[src/rtl/wrc_pkg.sv]
package wrc_pkg;

  // Class of a decoded host access
  typedef enum logic [1:0] {
    ACC_WIDE       = 2'd0,  // 16-byte register, gathered
    ACC_SRAM       = 2'd1,  // 8-byte memory entry, gathered
    ACC_NARROW     = 2'd2,  // single-dword register, bypasses staging
    ACC_NARROW_HAZ = 2'd3   // narrow offset on page 0, gathered as wide
  } acc_kind_e;

  localparam int unsigned DW_W      = 32;
  localparam int unsigned SLOT_DW   = 4;
  localparam int unsigned SLOT_W    = DW_W * SLOT_DW;
  localparam int unsigned HOST_W    = 64;

endpackage

[src/rtl/wrc_decode.sv]
module wrc_decode
  import wrc_pkg::*;
#(
  parameter int unsigned ADDR_W     = 18,
  parameter int unsigned PAGE_SHIFT = 13,
  parameter logic [ADDR_W-1:0] SRAM_BASE = 18'h20000,
  parameter int unsigned NUM_NARROW = 3,
  parameter logic [NUM_NARROW*PAGE_SHIFT-1:0] NARROW_OFS =
    {13'h0C00, 13'h0800, 13'h0400}
) (
  input  logic [ADDR_W-1:0] addr,
  input  logic              is_qword,
  output acc_kind_e         kind,
  output logic [ADDR_W-1:0] slot_addr,
  output logic [1:0]        dw_idx
);

  localparam int unsigned PAGE_W = ADDR_W - PAGE_SHIFT;

  logic                  in_sram;
  logic                  page_zero;
  logic [PAGE_SHIFT-1:0] page_ofs;
  logic [NUM_NARROW-1:0] ofs_hit;
  logic [1:0]            raw_idx;

  assign in_sram   = (addr >= SRAM_BASE);
  assign page_zero = (addr[ADDR_W-1:PAGE_SHIFT] == PAGE_W'(0));
  assign page_ofs  = addr[PAGE_SHIFT-1:0];

  generate
    for (genvar i = 0; i < NUM_NARROW; i++) begin : g_narrow_cmp
      assign ofs_hit[i] = (page_ofs == NARROW_OFS[i*PAGE_SHIFT +: PAGE_SHIFT]);
    end
  endgenerate

  always_comb begin
    if (in_sram) begin
      slot_addr = {addr[ADDR_W-1:3], 3'b000};
      raw_idx   = {1'b0, addr[2]};
    end else begin
      slot_addr = {addr[ADDR_W-1:4], 4'b0000};
      raw_idx   = addr[3:2];
    end
    // 64-bit accesses are always qword aligned
    dw_idx = {raw_idx[1], raw_idx[0] & ~is_qword};

    if (!in_sram && !is_qword && (|ofs_hit)) begin
      kind = page_zero ? ACC_NARROW_HAZ : ACC_NARROW;
    end else if (in_sram) begin
      kind = ACC_SRAM;
    end else begin
      kind = ACC_WIDE;
    end
  end

endmodule

[src/rtl/wrc_write_collect.sv]
module wrc_write_collect
  import wrc_pkg::*;
#(
  parameter int unsigned ADDR_W = 18
) (
  input  logic                clk,
  input  logic                rst_n,
  input  logic                wr_fire,
  input  acc_kind_e           kind,
  input  logic [ADDR_W-1:0]   slot_addr,
  input  logic [1:0]          dw_idx,
  input  logic                is_qword,
  input  logic [HOST_W-1:0]   wdata,
  output logic                commit_valid,
  output logic [ADDR_W-1:0]   commit_addr,
  output logic [SLOT_DW-1:0]  commit_dmask,
  output logic [SLOT_W-1:0]   commit_data,
  output logic                narrow_valid,
  output logic [ADDR_W-1:0]   narrow_addr,
  output logic [DW_W-1:0]     narrow_data
);

  // staging state
  logic [SLOT_DW-1:0][DW_W-1:0] stage_data, stage_data_n;
  logic [SLOT_DW-1:0]           stage_mask, stage_mask_n;
  logic [ADDR_W-1:0]            stage_slot, stage_slot_n;

  // comb helpers
  logic [SLOT_DW-1:0][DW_W-1:0] new_dw, merged_dw;
  logic [SLOT_DW-1:0]           new_mask, base_mask, out_mask;
  logic [1:0]                   last_idx;
  logic                         collect, same_slot, do_commit, narrow_fire;
  logic                         stage_en;

  assign new_mask    = is_qword ? (4'b0011 << dw_idx) : (4'b0001 << dw_idx);
  assign last_idx    = (kind == ACC_SRAM) ? 2'd1 : 2'd3;
  assign narrow_fire = wr_fire && (kind == ACC_NARROW);
  assign collect     = wr_fire && (kind != ACC_NARROW);
  assign same_slot   = (stage_mask != '0) && (stage_slot == slot_addr);
  assign base_mask   = same_slot ? stage_mask : '0;
  assign out_mask    = base_mask | new_mask;
  assign do_commit   = collect && new_mask[last_idx];
  assign stage_en    = collect;

  generate
    for (genvar k = 0; k < SLOT_DW; k++) begin : g_lane
      assign new_dw[k]    = (dw_idx == 2'(k)) ? wdata[DW_W-1:0] : wdata[HOST_W-1:DW_W];
      assign merged_dw[k] = new_mask[k] ? new_dw[k] : stage_data[k];
    end
  endgenerate

  // next state of the staging buffer
  always_comb begin
    stage_data_n = stage_data;
    stage_mask_n = stage_mask;
    stage_slot_n = stage_slot;
    if (do_commit) begin
      stage_mask_n = '0;
    end else begin
      stage_data_n = merged_dw;
      stage_mask_n = out_mask;
      stage_slot_n = slot_addr;
    end
  end

  always_ff @(posedge clk or negedge rst_n) begin
    if (!rst_n) begin
      stage_data <= '0;
      stage_mask <= '0;
      stage_slot <= '0;
    end else if (stage_en) begin
      stage_data <= stage_data_n;
      stage_mask <= stage_mask_n;
      stage_slot <= stage_slot_n;
    end
  end

  // commit strobe
  always_ff @(posedge clk or negedge rst_n) begin
    if (!rst_n) begin
      commit_valid <= 1'b0;
    end else begin
      commit_valid <= do_commit;
    end
  end

  always_ff @(posedge clk or negedge rst_n) begin
    if (!rst_n) begin
      commit_addr  <= '0;
      commit_dmask <= '0;
      commit_data  <= '0;
    end else if (do_commit) begin
      commit_addr  <= slot_addr;
      commit_dmask <= out_mask;
      commit_data  <= merged_dw;
    end
  end

  // narrow bypass
  always_ff @(posedge clk or negedge rst_n) begin
    if (!rst_n) begin
      narrow_valid <= 1'b0;
    end else begin
      narrow_valid <= narrow_fire;
    end
  end

  always_ff @(posedge clk or negedge rst_n) begin
    if (!rst_n) begin
      narrow_addr <= '0;
      narrow_data <= '0;
    end else if (narrow_fire) begin
      narrow_addr <= slot_addr;
      narrow_data <= wdata[DW_W-1:0];
    end
  end


  commit_after_write_chk: assert property (@(posedge clk) disable iff (!rst_n)
    !wr_fire |=> !commit_valid);


  narrow_keeps_stage_chk: assert property (@(posedge clk) disable iff (!rst_n)
    narrow_fire |=> ($stable(stage_mask) && $stable(stage_slot) && $stable(stage_data)));


  narrow_strobe_chk: assert property (@(posedge clk) disable iff (!rst_n)
    narrow_fire |=> (narrow_valid && !commit_valid));

endmodule

[src/rtl/wrc_read_shadow.sv]
module wrc_read_shadow
  import wrc_pkg::*;
(
  input  logic                clk,
  input  logic                rst_n,
  input  logic                rd_fire,
  input  acc_kind_e           kind,
  input  logic [1:0]          dw_idx,
  input  logic                is_qword,
  input  logic [SLOT_W-1:0]   rd_data,
  output logic                rvalid,
  output logic [HOST_W-1:0]   rdata
);

  logic [SLOT_DW-1:0][DW_W-1:0] shadow_q;
  logic [SLOT_DW-1:0][DW_W-1:0] src;
  logic [HOST_W-1:0]            rdata_n;
  logic                         direct, load;
  logic [DW_W-1:0]              lo_dw, hi_dw;

  assign direct = (kind == ACC_NARROW) || (kind == ACC_NARROW_HAZ);
  assign load   = rd_fire && !direct && (dw_idx == 2'd0);

  always_comb begin
    if (direct || (dw_idx == 2'd0)) begin
      src = rd_data;
    end else begin
      src = shadow_q;
    end
    lo_dw   = src[dw_idx];
    hi_dw   = src[{dw_idx[1], 1'b1}];
    rdata_n = is_qword ? {hi_dw, lo_dw} : {{DW_W{1'b0}}, lo_dw};
  end

  always_ff @(posedge clk or negedge rst_n) begin
    if (!rst_n) begin
      shadow_q <= '0;
    end else if (load) begin
      shadow_q <= rd_data;
    end
  end

  always_ff @(posedge clk or negedge rst_n) begin
    if (!rst_n) begin
      rvalid <= 1'b0;
    end else begin
      rvalid <= rd_fire;
    end
  end

  always_ff @(posedge clk or negedge rst_n) begin
    if (!rst_n) begin
      rdata <= '0;
    end else if (rd_fire) begin
      rdata <= rdata_n;
    end
  end


  shadow_hold_chk: assert property (@(posedge clk) disable iff (!rst_n)
    (rd_fire && (direct || dw_idx != 2'd0)) |=> $stable(shadow_q));


  read_return_chk: assert property (@(posedge clk) disable iff (!rst_n)
    rd_fire |=> rvalid);


  no_spurious_rvalid_chk: assert property (@(posedge clk) disable iff (!rst_n)
    !rd_fire |=> !rvalid);

endmodule

[src/rtl/wide_reg_collector.sv]
module wide_reg_collector
  import wrc_pkg::*;
#(
  parameter int unsigned ADDR_W     = 18,
  parameter int unsigned PAGE_SHIFT = 13,
  parameter logic [ADDR_W-1:0] SRAM_BASE = 18'h20000,
  parameter int unsigned NUM_NARROW = 3,
  parameter logic [NUM_NARROW*PAGE_SHIFT-1:0] NARROW_OFS =
    {13'h0C00, 13'h0800, 13'h0400}
) (
  input  logic              clk,
  input  logic              rst_n,
  input  logic              bus_valid,
  output logic              bus_ready,
  input  logic              bus_write,
  input  logic              bus_qword,
  input  logic [ADDR_W-1:0] bus_addr,
  input  logic [63:0]       bus_wdata,
  output logic              bus_rvalid,
  output logic [63:0]       bus_rdata,
  output logic [ADDR_W-1:0] rd_addr,
  input  logic [127:0]      rd_data,
  output logic              commit_valid,
  output logic [ADDR_W-1:0] commit_addr,
  output logic [3:0]        commit_dmask,
  output logic [127:0]      commit_data,
  output logic              narrow_valid,
  output logic [ADDR_W-1:0] narrow_addr,
  output logic [31:0]       narrow_data
);

  // reset: asserted asynchronously, released on a clock edge
  logic [1:0] rst_sync_q;
  logic       rst_int_n;

  always_ff @(posedge clk or negedge rst_n) begin
    if (!rst_n) begin
      rst_sync_q <= 2'b00;
    end else begin
      rst_sync_q <= {rst_sync_q[0], 1'b1};
    end
  end

  assign rst_int_n = rst_sync_q[1];

  acc_kind_e         kind;
  logic [ADDR_W-1:0] slot_addr;
  logic [1:0]        dw_idx;
  logic              wr_fire, rd_fire;

  assign bus_ready = 1'b1;
  assign wr_fire   = bus_valid && bus_write;
  assign rd_fire   = bus_valid && !bus_write;
  assign rd_addr   = slot_addr;

  wrc_decode #(
    .ADDR_W     (ADDR_W),
    .PAGE_SHIFT (PAGE_SHIFT),
    .SRAM_BASE  (SRAM_BASE),
    .NUM_NARROW (NUM_NARROW),
    .NARROW_OFS (NARROW_OFS)
  ) u_decode (
    .addr      (bus_addr),
    .is_qword  (bus_qword),
    .kind      (kind),
    .slot_addr (slot_addr),
    .dw_idx    (dw_idx)
  );

  wrc_write_collect #(
    .ADDR_W (ADDR_W)
  ) u_collect (
    .clk          (clk),
    .rst_n        (rst_int_n),
    .wr_fire      (wr_fire),
    .kind         (kind),
    .slot_addr    (slot_addr),
    .dw_idx       (dw_idx),
    .is_qword     (bus_qword),
    .wdata        (bus_wdata),
    .commit_valid (commit_valid),
    .commit_addr  (commit_addr),
    .commit_dmask (commit_dmask),
    .commit_data  (commit_data),
    .narrow_valid (narrow_valid),
    .narrow_addr  (narrow_addr),
    .narrow_data  (narrow_data)
  );

  wrc_read_shadow u_shadow (
    .clk      (clk),
    .rst_n    (rst_int_n),
    .rd_fire  (rd_fire),
    .kind     (kind),
    .dw_idx   (dw_idx),
    .is_qword (bus_qword),
    .rd_data  (rd_data),
    .rvalid   (bus_rvalid),
    .rdata    (bus_rdata)
  );


  hazard_no_bypass_chk: assert property (@(posedge clk) disable iff (!rst_int_n)
    (wr_fire && kind == ACC_NARROW_HAZ) |=> !narrow_valid);


  strobes_exclusive_chk: assert property (@(posedge clk) disable iff (!rst_int_n)
    !(narrow_valid && commit_valid));

endmodule

[config.mk]
export PLATFORM = sky130hd
export DESIGN_NAME = wide_reg_collector
export DESIGN_NICKNAME = d
export VERILOG_FILES = /design/src/rtl/wrc_pkg.sv /design/src/rtl/wrc_decode.sv /design/src/rtl/wrc_write_collect.sv /design/src/rtl/wrc_read_shadow.sv /design/src/rtl/wide_reg_collector.sv
export SDC_FILE = /design/constraint.sdc
export NUM_CORES = 1
export LEC_CHECK = 0
export ABC_AREA = 1
export BUFFER_PORTS_ARGS = -buffer_cell sky130_fd_sc_hd__buf_2
export CAP_MARGIN = 15
export CELL_PAD_IN_SITES_DETAIL_PLACEMENT = 1
export CELL_PAD_IN_SITES_GLOBAL_PLACEMENT = 1
export CORE_ASPECT_RATIO = 0.6
export CORE_MARGIN = 1.5
export CORE_UTILIZATION = 43
export CTS_CLUSTER_DIAMETER = 50
export CTS_CLUSTER_SIZE = 20
export DETAILED_ROUTE_END_ITERATION = 10
export PLACE_DENSITY = 0.84
export REMOVE_ABC_BUFFERS = 1
export SYNTH_ARGS = -nofsm -noshare
export SYNTH_HDL_FRONTEND = slang
export SYNTH_SLANG_ARGS = --single-unit
[constraint.sdc]
create_clock -name clk -period 22.3 [get_ports clk]
set_clock_uncertainty 0.15 [all_clocks]
set_input_delay 1.115 -clock clk [delete_from_list [all_inputs] [get_ports clk]]
set_output_delay 1.115 -clock clk [all_outputs]
set_load 0.01 [all_outputs]
==> results.py, run 1 <==
metrics = {
    "grt": {
        "grt_pass1_wl_mm": 120.8,
        "grt_usage_pct": 27.80,
        "grt_max_degree": 187,
        "top_usage_layer": "met2",
        "met1_usage_pct": 37.49,
        "grtUsageMet2_pct": 46.01,
        "grt_overflow_total": 0,
        "grt_antenna_before_repair": 8,
        "met3_usage_pct": 3.812,
        "grt_pass1_vias": 21726,
    },
    "yosys": {
        "yosysSeqAreaShare_pct": 55.98,
        "ys_dominant_reg_cell": "dfrtp_1",
        "synthCells": 2770,
        "synth_top_area_share_pct": 55.98,
        "synth.area.top_cells": "dfrtp_1 (56%), nand2_1 (18%), o21ai_0 (6.2%)",
        "synth_edf_count": 0,
        "ys_types": 34,
        "ys_seq_elements": 507,
        "synth_area_um2": 22660,
        "yosysMostFrequentCell": "nand2_1",
        "synth_warnings": 0,
        "synth_common_cells": "nand2_1 (1058), dfrtp_1 (507), o21ai_0 (282)",
        "yosysTopAreaCell": "dfrtp_1",
        "synthArstFlopShare_pct": 100.0,
        "syn-mean-instance-area_um2": 8.181,
    },
    "worst_setup_path": {
        "cp-start-kind": "input pin",
        "r2r_start": "rst_sync_q[1]$_DFF_PN0_",
        "worstPathArrival_ns": 4.84,
        "reg2reg_setup_slack_ns": 19.36,
        "required_ns": 22.58,
        "crit_path_max_incr_delay_ns": 0.86,
        "worstPathMaxFanout": 101,
        "setup.worst_path.end_class": "flip-flop",
        "worstSetupStartpoint": "bus_qword",
        "timing.rr.end": "u_shadow.rdata[42]$_DFFE_PN0P_",
        "cpMaxStageDelayCell": "buf_4",
        "crit_top_cell": "buf_4",
        "worstRegToRegCells": 2,
        "worstPathCellList": "buf_2 > inv_1 > nand2_2 > nand2_4 > nor2_4 > buf_4 > buf_4 > nand2_1 > o21a_1",
        "critical_path_class": "in -> reg",
    },
    "floorplanning": {
        "rows": 64,
        "io-pin-count": 501,
        "die_y_um": 180.8,
        "core_area_um2": 51490,
        "start_util_pct": 44.01,
        "dieWidth_um": 299.4,
        "die_area_um2": 54130,
    },
    "timing": {
        "setup_viol": 0,
        "layout_setup_ws_ns": 17.74,
        "worst_slew_pin_slew_ns": 1.160,
        "tns_ns": 0,
        "fmax_mhz": 219.3,
        "hold_viol": 0,
        "rsz0062_at_grt": "false",
        "slew_headroom_pct": 22.68,
        "min_period_over_period_pct": 20.45,
        "drv_slew": 0,
        "period_needed_ns": 4.560,
    },
    "clocking": {
        "cts_root_buf": "clkbuf_16",
        "cts.repair.resized": 0,
        "path_clk_slew_ns": 0.08,
        "cts_tree": "built",
        "post_cts_buffers": 0,
        "hold_buffers": 0,
        "cts_buffers": 39,
        "clock_latency_ns": 0.55,
        "clkSinkCount": 507,
        "htreeDepth": 2,
        "clockBufferDepth": 3,
    },
    "layout": {
        "stdcell_count": 3829,
        "synthToLayoutAreaGrowth_pct": 17.28,
        "multi_input_area_um2": 8142,
        "fin_util_pct": 51.62,
        "final_net_count": 3316,
        "fill_cells": 6291,
        "drive_above_1_share_pct": 19.41,
        "layout.area.seq_um2": 12690,
    },
    "pwr": {
        "powerDensity_nw_per_um2": 89.32,
        "leakage_nw": 14.22,
        "peakVddDrop_v": 0.00005461,
        "finalPower_mw": 2.374,
    },
    "detailed_routing": {
        "ant_nets": 0,
        "viasPerCell": 5.319,
        "drtIter0Drc": 1159,
        "drc_errors": 0,
        "firstDrtPassIters": 5,
        "drt_wl_total_mm": 75.73,
        "num_vias": 20367,
        "wl_per_cell_um": 19.78,
    },
    "min_path": {
        "hp-class": "in -> async",
    },
    "placement": {
        "dp.cells": 3752,
        "place.gp.congestion": 0.8277,
        "post-dp-hpwl_mm": 50.05,
        "dp_slack_ns": 17.28,
        "io_buffers": 490,
    },
    "job": {
        "maxCapViolations": 0,
    },
    "outcome": {
        "outcome": "finished, final reports clean",
    },
}
[worst max-delay path: cells and delay by family]
| family | cells | cell delay, ns |
|---|---|---|
| AOI/OAI and AO/OA | 1 | 0.16 |
| buffers and inverters | 4 | 1.61 |
| and+or+nand+nor | 4 | 1.81 |
[registers in the layout, indices dropped and copies added (netlist names), 2 cells and up]
signal                  cells
u_collect.commit_data     128
u_collect.stage_mask        4
u_collect.commit_addr      15
u_shadow.rdata             64
u_collect.commit_dmask      4
u_collect.narrow_addr      15
rst_sync_q                  2
u_collect.narrow_data      32
u_collect.stage_slot       15
u_shadow.shadow_q          97
u_collect.stage_data      128
[placed cells by master, fill, tap and decap left out, types with 64 or more instances in the layout]
cell / synthesis / layout
buf_2: 83 / 490
nor2_1: 90 / 85
dfrtp_1: 507 / 506
nand2_1: 1058 / 1057
o21ai_1: 71 / 71
nand3_1: 76 / 76
o21ai_0: 282 / 282
o211ai_1: 64 / 64
a21oi_1: 91 / 91
inv_1: 203 / 203
[cells by family (layout without fill, tap and decap cells)]
| family | Yosys count | in the layout | share of synthesized area (%) |
|---|---|---|---|
| other cells | 2 | 19 | 0.03314 |
| compound gates | 569 | 569 | 13.89 |
| buf+inv | 443 | 792 | 8.481 |
| simple gates | 1245 | 1245 | 21.46 |
| flops | 507 | 507 | 55.98 |
| xor+xnor | 4 | 4 | 0.1546 |
[layer usage]
layer | part of all wire [%] | vias to the layer above
met5 | 0 | -
met4 | 3.5 | 0
met3 | 4.1 | 138
met2 | 48 | 485
met1 | 44 | 10353
li1 | - | 9391
[how the worst max path moves through the flow]
stage                                            end  slack (ns)  cells after the start
2_1_floorplan  u_collect.commit_addr[10]$_DFFE_PN0P_        6.97                      0
3_3_place_gp       u_shadow.shadow_q[51]$_DFFE_PN0P_       17.42                      9
3_5_place_dp       u_shadow.shadow_q[54]$_DFFE_PN0P_       17.28                      9
4_1_cts            u_shadow.shadow_q[61]$_DFFE_PN0P_       17.84                      9
5_1_grt            u_shadow.shadow_q[44]$_DFFE_PN0P_       17.54                      9
6_report           u_shadow.shadow_q[54]$_DFFE_PN0P_       17.74                      9
[power by group]
group          internal, mW  switching [mW]
Sequential             1.06          0.0789
Combinational         0.154           0.293
Clock                 0.418           0.369
Total                  1.63           0.740
[cell type report]
class                      instances  share of cell area, %
inverter                         209                  2.966
clock inverter                    23                  1.215
multi-input combinational       1829                  30.63
timing repair buffer             515                  10.03
tap                              693                  3.263
clock buffer                      45                  4.068
sequential                       507                  47.75
antenna                            8                0.07533
[per-stage QoR]
step	instance area, µm²	hold slack [ns]
6_report	26580	0.1971
5_1_grt	26580	0.1681
4_1_cts	26540	0.1638
3_5_place_dp	25130	0.2016
3_3_place_gp	25130	0.1875
2_1_floorplan	21560	0.1812
Power figures use the tool's default switching activity.
==> inputs of run 2 (changes only) <==
--- a/config.mk
+++ b/config.mk
@@ -5,18 +5,18 @@
 export SDC_FILE = /design/constraint.sdc
 export NUM_CORES = 1
 export LEC_CHECK = 0
-export ABC_AREA = 1
+export ABC_AREA = 0
 export BUFFER_PORTS_ARGS = -buffer_cell sky130_fd_sc_hd__buf_2
 export CAP_MARGIN = 15
 export CELL_PAD_IN_SITES_DETAIL_PLACEMENT = 1
 export CELL_PAD_IN_SITES_GLOBAL_PLACEMENT = 1
 export CORE_ASPECT_RATIO = 0.6
 export CORE_MARGIN = 1.5
-export CORE_UTILIZATION = 43
+export CORE_UTILIZATION = 42
 export CTS_CLUSTER_DIAMETER = 50
 export CTS_CLUSTER_SIZE = 20
 export DETAILED_ROUTE_END_ITERATION = 10
-export PLACE_DENSITY = 0.84
+export PLACE_DENSITY = 0.79
 export REMOVE_ABC_BUFFERS = 1
 export SYNTH_ARGS = -nofsm -noshare
 export SYNTH_HDL_FRONTEND = slang
==> constraint.sdc (replaced) <==
create_clock -name clk -period 4.6 [get_ports clk]
set_clock_uncertainty 0.15 [all_clocks]
set_input_delay 0.23 -clock clk [delete_from_list [all_inputs] [get_ports clk]]
set_output_delay 0.23 -clock clk [all_outputs]
set_load 0.01 [all_outputs]
==> run 2 against run 1 <==
Against the previous run: sequential power grew to 5.0 times the previous value; die area shrank 3.6%; synthesized cell count shrank 33%; utilization grew 4.0 points; via count shrank 17%; critical path depth shrank 2; sequential share of layout area shrank 1.9 points; clock power grew to 4.7 times the previous value; register-to-register slack lost 17 ns; first-iteration DRC count shrank 28%; routed wire length shrank 2.9%; largest power group unchanged.
==> results.py, run 2 <==
metrics = {
    "grt": {
        "grt_max_degree": 210,
        "grt_pass1_wl_mm": 112.3,
        "grt_pass1_vias": 18897,
        "grt_usage_pct": 27.98,
        "grt_overflow_total": 0,
        "grt_antenna_before_repair": 9,
    },
    "clocking": {
        "htreeDepth": 2,
        "path_clk_slew_ns": 0.08,
        "cts_buffers": 40,
        "cts.repair.resized": 0,
        "cts_tree": "built",
        "hold_buffers": 207,
        "clkSinkCount": 506,
        "cts_root_buf": "clkbuf_16",
        "clockBufferDepth": 3,
        "post_cts_buffers": 0,
        "clock_latency_ns": 0.55,
    },
    "timing": {
        "rsz0062_at_grt": "false",
        "hold_slack_ns": 0.05673,
        "drv_slew": 0,
        "layout_setup_ws_ns": 1.345,
        "worst_slew_pin_slew_ns": 1.136,
        "period_needed_ns": 3.255,
        "setup_viol": 0,
        "hold_viol": 0,
        "fmax_mhz": 307.2,
        "min_period_over_period_pct": 70.76,
        "slew_headroom_pct": 24.26,
    },
    "worst_setup_path": {
        "worstPathArrival_ns": 3.53,
        "setup.worst_path.end_class": "flip-flop",
        "critical_path_class": "in -> reg",
        "worstRegToRegCells": 5,
        "timing.rr.end": "u_collect.stage_mask[2]$_DFFE_PN0P_",
        "reg2reg_setup_slack_ns": 2.52,
        "cp-start-kind": "input pin",
        "required_ns": 4.87,
        "worstPathMaxFanout": 20,
        "r2r_start": "u_collect.stage_slot[5]$_DFFE_PN0P_",
    },
    "detailed_routing": {
        "num_vias": 16948,
        "viasPerCell": 5.331,
        "wl_per_cell_um": 23.13,
        "drtIter0Drc": 834,
        "drc_errors": 0,
        "drt_wl_total_mm": 73.52,
        "ant_nets": 0,
        "firstDrtPassIters": 7,
    },
    "pwr": {
        "power.share.clock_pct": 31.6,
        "seqPwrFrac_pct": 48.2,
        "peakVddDrop_v": 0.0002408,
        "powerDensity_nw_per_um2": 426.5,
        "p_sw_mw": 3.606,
        "leakage_nw": 13.53,
        "pwr-share-comb_pct": 20.2,
        "swShare_pct": 30.58,
        "finalPower_mw": 11.79,
        "p_int_mw": 8.186,
    },
    "floorplanning": {
        "die_area_um2": 52160,
        "start_util_pct": 42.86,
        "io-pin-count": 501,
        "die_y_um": 177.5,
        "core_area_um2": 49740,
        "dieWidth_um": 293.9,
        "rows": 63,
    },
    "placement": {
        "place.gp.congestion": 0.8547,
        "post-dp-hpwl_mm": 44.06,
        "dp_slack_ns": 1.424,
        "io_buffers": 490,
        "dp.cells": 2894,
    },
    "outcome": {
        "outcome": "finished, final reports clean",
    },
    "layout": {
        "biggestRegsByFlops": "u_collect.commit_data x128, u_collect.stage_data x128, u_shadow.shadow_q x96",
        "drive_above_1_share_pct": 33.95,
        "layout_commonest_cell": "dfrtp_1",
        "layout_common_cells": "dfrtp_1 (505), buf_2 (490), nand2_1 (328)",
        "final_net_count": 2676,
        "synthToLayoutAreaGrowth_pct": 29.70,
        "stdcell_count": 3179,
    },
    "yosys": {
        "ys_dominant_reg_cell": "dfrtp_1",
        "ys_types": 48,
        "yosysTopAreaCell": "dfrtp_1",
        "synthArstFlopShare_pct": 100.0,
        "yosysMostFrequentCell": "dfrtp_1",
        "synth_edf_count": 0,
        "ys_seq_elements": 506,
        "synth_common_cells": "dfrtp_1 (506), nand2_1 (330), mux2_2 (174)",
        "yosysSeqAreaShare_pct": 59.40,
        "syn-mean-instance-area_um2": 11.46,
        "synthCells": 1861,
        "synth_top_area_share_pct": 59.40,
        "synth_area_um2": 21320,
        "synth_warnings": 0,
        "synth.area.top_cells": "dfrtp_1 (59%), mux2_2 (9.2%), nand2_1 (5.8%)",
    },
    "job": {
        "maxCapViolations": 0,
    },
    "min_path": {
        "worstHoldStart": "bus_wdata[61]",
        "hp-class": "in -> reg",
        "min_to": "u_collect.stage_data[61]$_DFFE_PN0P_",
        "hold_path_depth": 5,
    },
}
-- run 2: cell count changes after synthesis, sizes merged, moves of 47 or more --
| cell | change |
|---|---|
| nand3 | -74 |
| nand2 | -732 |
| o21ai | -202 |
| inv | -205 |
| mux2i | +83 |
| mux2 | +212 |
| o211ai | -63 |
| nor2 | +47 |
-- run 2: power by group through the flow --
stage | Clock (mW) | Sequential [mW] | Combinational, mW
2_1_floorplan | 0 | 5.84 | 1.06
3_3_place_gp | 0 | 5.65 | 2.09
3_5_place_dp | 0 | 5.71 | 2.19
4_1_cts | 3.79 | 5.64 | 2.35
5_1_grt | 3.98 | 5.76 | 2.59
6_report | 3.73 | 5.68 | 2.39
-- run 2: cell type report --
type | count | area (µm²)
clock inverters | 28 | 325.3
well taps | 682 | 853.3
flip-flops and latches | 506 | 12670
diodes | 8 | 20.02
repair buffers | 724 | 4815
multi-input cells | 1186 | 7919
inverters | 3 | 12.51
fillers | 5361 | 22090
clock buffers | 42 | 1040
-- run 2: stage by stage --
stage          instance area, µm²  utilization (%)  TNS (ns)
3_3_place_gp                24190            48.64         0
2_1_floorplan               20510                -  -6007.55
5_1_grt                     27650            55.59         0
4_1_cts                     27630            55.55         0
6_report                    27650            55.59         0
3_5_place_dp                24190            48.64         0
-- run 2: layer usage --
| layer | vias to the layer above | routed length [µm] | global-route usage, % |
|---|---|---|---|
| met4 | 0 | 3724 | 14.22 |
| met1 | 8726 | 29790 | 33.83 |
| met3 | 211 | 3232 | 4.646 |
| met5 | - | 0 | 0 |
| li1 | 7485 | - | - |
| met2 | 526 | 36770 | 48.54 |
-- run 2: critical path, cell delays in order --
cell and delay, ns:
dlygate4sd3_1 0.54, buf_2 0.16, nor4_2 0.43, nand4_2 0.34, nor3_4 0.92, buf_4 0.45
mux2_2 0.40
-- run 2: kinds of logic after synthesis --
logic type | synth area share [%]
flops | 59.40
xor+xnor | 0.6163
compound gates | 8.469
buf+inv | 3.997
mux | 17.61
other cells | 0.03523
simple gates | 9.872
-- run 2: how the worst max path moves through the flow --
| stage | start | end | slack (ns) | depth (start not counted) |
|---|---|---|---|---|
| floorplan | rst_sync_q[1]$_DFF_PN0_ | u_collect.commit_addr[10]$_DFFE_PN0P_ | -10.70 | 0 |
| global placement | bus_addr[7] | u_collect.narrow_data[10]$_DFFE_PN0P_ | 1.62 | 6 |
| detailed placement | bus_addr[7] | u_collect.narrow_data[9]$_DFFE_PN0P_ | 1.42 | 6 |
| CTS | bus_addr[7] | u_collect.narrow_data[20]$_DFFE_PN0P_ | 1.43 | 7 |
| global route | bus_addr[7] | u_collect.narrow_data[20]$_DFFE_PN0P_ | 1.22 | 7 |
| finish | bus_addr[7] | u_collect.narrow_data[20]$_DFFE_PN0P_ | 1.35 | 7 |
==> inputs of run 3 (changes only) <==
--- a/config.mk
+++ b/config.mk
@@ -5,18 +5,18 @@
 export SDC_FILE = /design/constraint.sdc
 export NUM_CORES = 1
 export LEC_CHECK = 0
-export ABC_AREA = 0
+export ABC_AREA = 1
 export BUFFER_PORTS_ARGS = -buffer_cell sky130_fd_sc_hd__buf_2
 export CAP_MARGIN = 15
 export CELL_PAD_IN_SITES_DETAIL_PLACEMENT = 1
 export CELL_PAD_IN_SITES_GLOBAL_PLACEMENT = 1
 export CORE_ASPECT_RATIO = 0.6
 export CORE_MARGIN = 1.5
-export CORE_UTILIZATION = 42
+export CORE_UTILIZATION = 36
 export CTS_CLUSTER_DIAMETER = 50
 export CTS_CLUSTER_SIZE = 20
 export DETAILED_ROUTE_END_ITERATION = 10
-export PLACE_DENSITY = 0.79
+export PLACE_DENSITY = 0.75
 export REMOVE_ABC_BUFFERS = 1
 export SYNTH_ARGS = -nofsm -noshare
 export SYNTH_HDL_FRONTEND = slang
==> constraint.sdc (replaced) <==
create_clock -name clk -period 2.95 [get_ports clk]
set_clock_uncertainty 0.15 [all_clocks]
set_input_delay 0.1475 -clock clk [delete_from_list [all_inputs] [get_ports clk]]
set_output_delay 0.1475 -clock clk [all_outputs]
set_load 0.01 [all_outputs]
==> run 3 against run 2 <==
Against the previous run: sequential share of layout area decreased by 2.8 points; largest power group unchanged; register-to-register slack got worse by 1.3 ns; first-iteration DRC count increased by 54%; largest cell class unchanged; critical endpoint is now u_collect.stage_data[57]$_DFFE_PN0P_.
==> results.py, run 3 (synthesized netlist as in run 1, its figures left out) <==
metrics = {
    "floorplanning": {
        "dieWidth_um": 326.9,
        "start_util_pct": 36.29,
        "rows": 71,
        "io-pin-count": 501,
        "core_area_um2": 62450,
        "die_area_um2": 64510,
        "die_y_um": 197.3,
    },
    "outcome": {
        "outcome": "finished, final reports clean",
    },
    "grt": {
        "grt_antenna_before_repair": 4,
        "grt_pass1_vias": 23796,
        "grt_pass1_wl_mm": 134.1,
        "grt_max_degree": 162,
        "grt_overflow_total": 0,
        "grt_usage_pct": 26.24,
    },
    "detailed_routing": {
        "drc_errors": 0,
        "ant_nets": 0,
        "viasPerCell": 5.161,
        "wl_per_cell_um": 20.50,
        "firstDrtPassIters": 5,
        "drt_wl_total_mm": 86.50,
        "num_vias": 21773,
        "drtIter0Drc": 1287,
    },
    "layout": {
        "fill_cells": 7466,
        "biggestRegsByFlops": "u_collect.commit_data x128, u_collect.stage_data x128, u_shadow.shadow_q x97",
        "final_area_um2": 29530,
        "multi_input_area_um2": 8150,
        "final_net_count": 3552,
        "drive_above_1_share_pct": 18.94,
        "layout_commonest_cell": "nand2_1",
        "fin_util_pct": 47.29,
        "layout_common_cells": "nand2_1 (1057), dfrtp_1 (506), buf_2 (490)",
        "layout.area.seq_um2": 12690,
        "synthToLayoutAreaGrowth_pct": 30.32,
    },
    "timing": {
        "min_period_over_period_pct": 93.74,
        "worst_slew_pin_slew_ns": 0.7806,
        "period_needed_ns": 2.765,
        "drv_slew": 0,
        "slew_headroom_pct": 47.96,
        "hold_viol": 0,
        "fmax_mhz": 361.6,
        "rsz0062_at_grt": "false",
        "setup_viol": 0,
    },
    "pwr": {
        "powerDensity_nw_per_um2": 643.6,
        "power.share.clock_pct": 34.7,
        "leakage_nw": 15.41,
        "peakVddDrop_v": 0.0003645,
        "seqPwrFrac_pct": 45.7,
        "pwr-share-comb_pct": 19.7,
        "p_int_mw": 12.97,
        "swShare_pct": 31.74,
        "p_sw_mw": 6.033,
    },
    "clocking": {
        "cts_root_buf": "clkbuf_16",
        "clock_latency_ns": 0.59,
        "htreeDepth": 2,
        "clockBufferDepth": 3,
        "cts_tree": "built",
        "clkSinkCount": 507,
        "post_cts_buffers": 0,
        "cts_buffers": 45,
        "path_clk_slew_ns": 0.08,
    },
    "worst_setup_path": {
        "setup.worst_path.end_class": "flip-flop",
        "worstPathArrival_ns": 3.12,
        "cp-start-kind": "input pin",
        "worstPathMaxFanout": 109,
        "required_ns": 3.30,
        "critical_path_class": "in -> reg",
    },
    "min_path": {
        "hp-class": "in -> reg",
    },
    "placement": {
        "place.gp.congestion": 0.8349,
        "place_area_um2": 25710,
        "post-dp-hpwl_mm": 52.93,
        "io_buffers": 490,
    },
    "job": {
        "maxCapViolations": 0,
    },
}
==> run 3: cell types whose count changed in the layout (fill, tap and decap cells not counted), sizes merged, moves of 14 or more <==
cell	change
and2	-14
mux2i	-83
o211ai	+63
mux2	-212
nand2	+732
o21a	+31
o21ai	+202
inv	+206
clkbuf	+15
a21oi	-27
nand3	+74
nor2	-47
mux4	-19
==> run 3: metrics by stage <==
stage / hold WS [ns] / cells / setup slack (ns) / setup TNS, ns / power (mW)
2_1_floorplan: -0.2981 / 2545 / -12.38 / -7082.63 / 10.53
3_5_place_dp: -0.2130 / 3914 / 0.5441 / 0 / 12.22
3_3_place_gp: -0.2170 / 3914 / 0.6378 / 0 / 11.97
4_1_cts: 0.001844 / 4212 / 0.09644 / 0 / 19.08
6_report: 0.02995 / 4219 / 0.1848 / 0 / 19.01
5_1_grt: 0.04619 / 4216 / 0.07806 / 0 / 19.93
==> run 3: cell type report <==
class | count | share of cell area (%)
flip-flops and latches | 507 | 42.97
multi-input cells | 1829 | 27.60
repair buffers | 745 | 17.67
clock buffers | 56 | 4.334
well taps | 839 | 3.554
inverters | 209 | 2.669
clock inverters | 28 | 1.152
diodes | 6 | 0.05084
==> run 3: worst max-delay path: stages <==
cell and delay, ns:
dlygate4sd3_1 0.53, buf_2 0.24, nor2_1 0.06, nand3_1 0.14
nor3_4 0.06, dlygate4sd3_1 0.59, nand3_4 0.14, nand2_8 0.17
nor2_4 0.18, buf_12 0.40, nand2_1 0.18, o21ai_1 0.16
==> run 3: path summary, 6_finish.rpt <==
kind / start / to / slack, ns / depth (start not counted)
hold reg to reg: rst_sync_q[1]$_DFF_PN0_ / u_collect.narrow_data[13]$_DFFE_PN0P_ / 0.17 / 0
hold / removal: bus_write / u_collect.narrow_valid$_DFF_PN0_ / 0.03 / 4
setup reg to reg: u_collect.stage_slot[12]$_DFFE_PN0P_ / u_collect.stage_mask[1]$_DFFE_PN0P_ / 1.20 / 7
setup / recovery: bus_addr[17] / u_collect.stage_data[57]$_DFFE_PN0P_ / 0.18 / 12
min in group asynchronous: rst_sync_q[1]$_DFF_PN0_ / u_collect.narrow_data[13]$_DFFE_PN0P_ / 0.17 / 0
max in group asynchronous: rst_sync_q[1]$_DFF_PN0_ / u_collect.narrow_data[3]$_DFFE_PN0P_ / 1.47 / 1
==> run 3: repair_timing <==
item	CTS	global route
hold buffers	214	0
endpoints found under the setup margin	0	9
endpoints found under the hold margin	444	0
resized for setup	0	3
==> run 3: per-layer routing <==
metal / track usage, % / vias to the layer above / wire length, µm
li1: - / 9886 / -
met1: 34.01 / 11019 / 37530
met2: 43.24 / 635 / 41180
met3: 4.338 / 231 / 3968
met4: 11.95 / 2 / 3812
met5: 0 / - / 13
==> run 3: power by group through the flow <==
stage	clock network [mW]	registers, mW	logic (mW)
floorplan	0	8.94	1.59
global placement	0	8.71	3.26
detailed placement	0	8.77	3.44
CTS	6.72	8.66	3.70
global route	6.99	8.79	4.16
finish	6.59	8.68	3.74
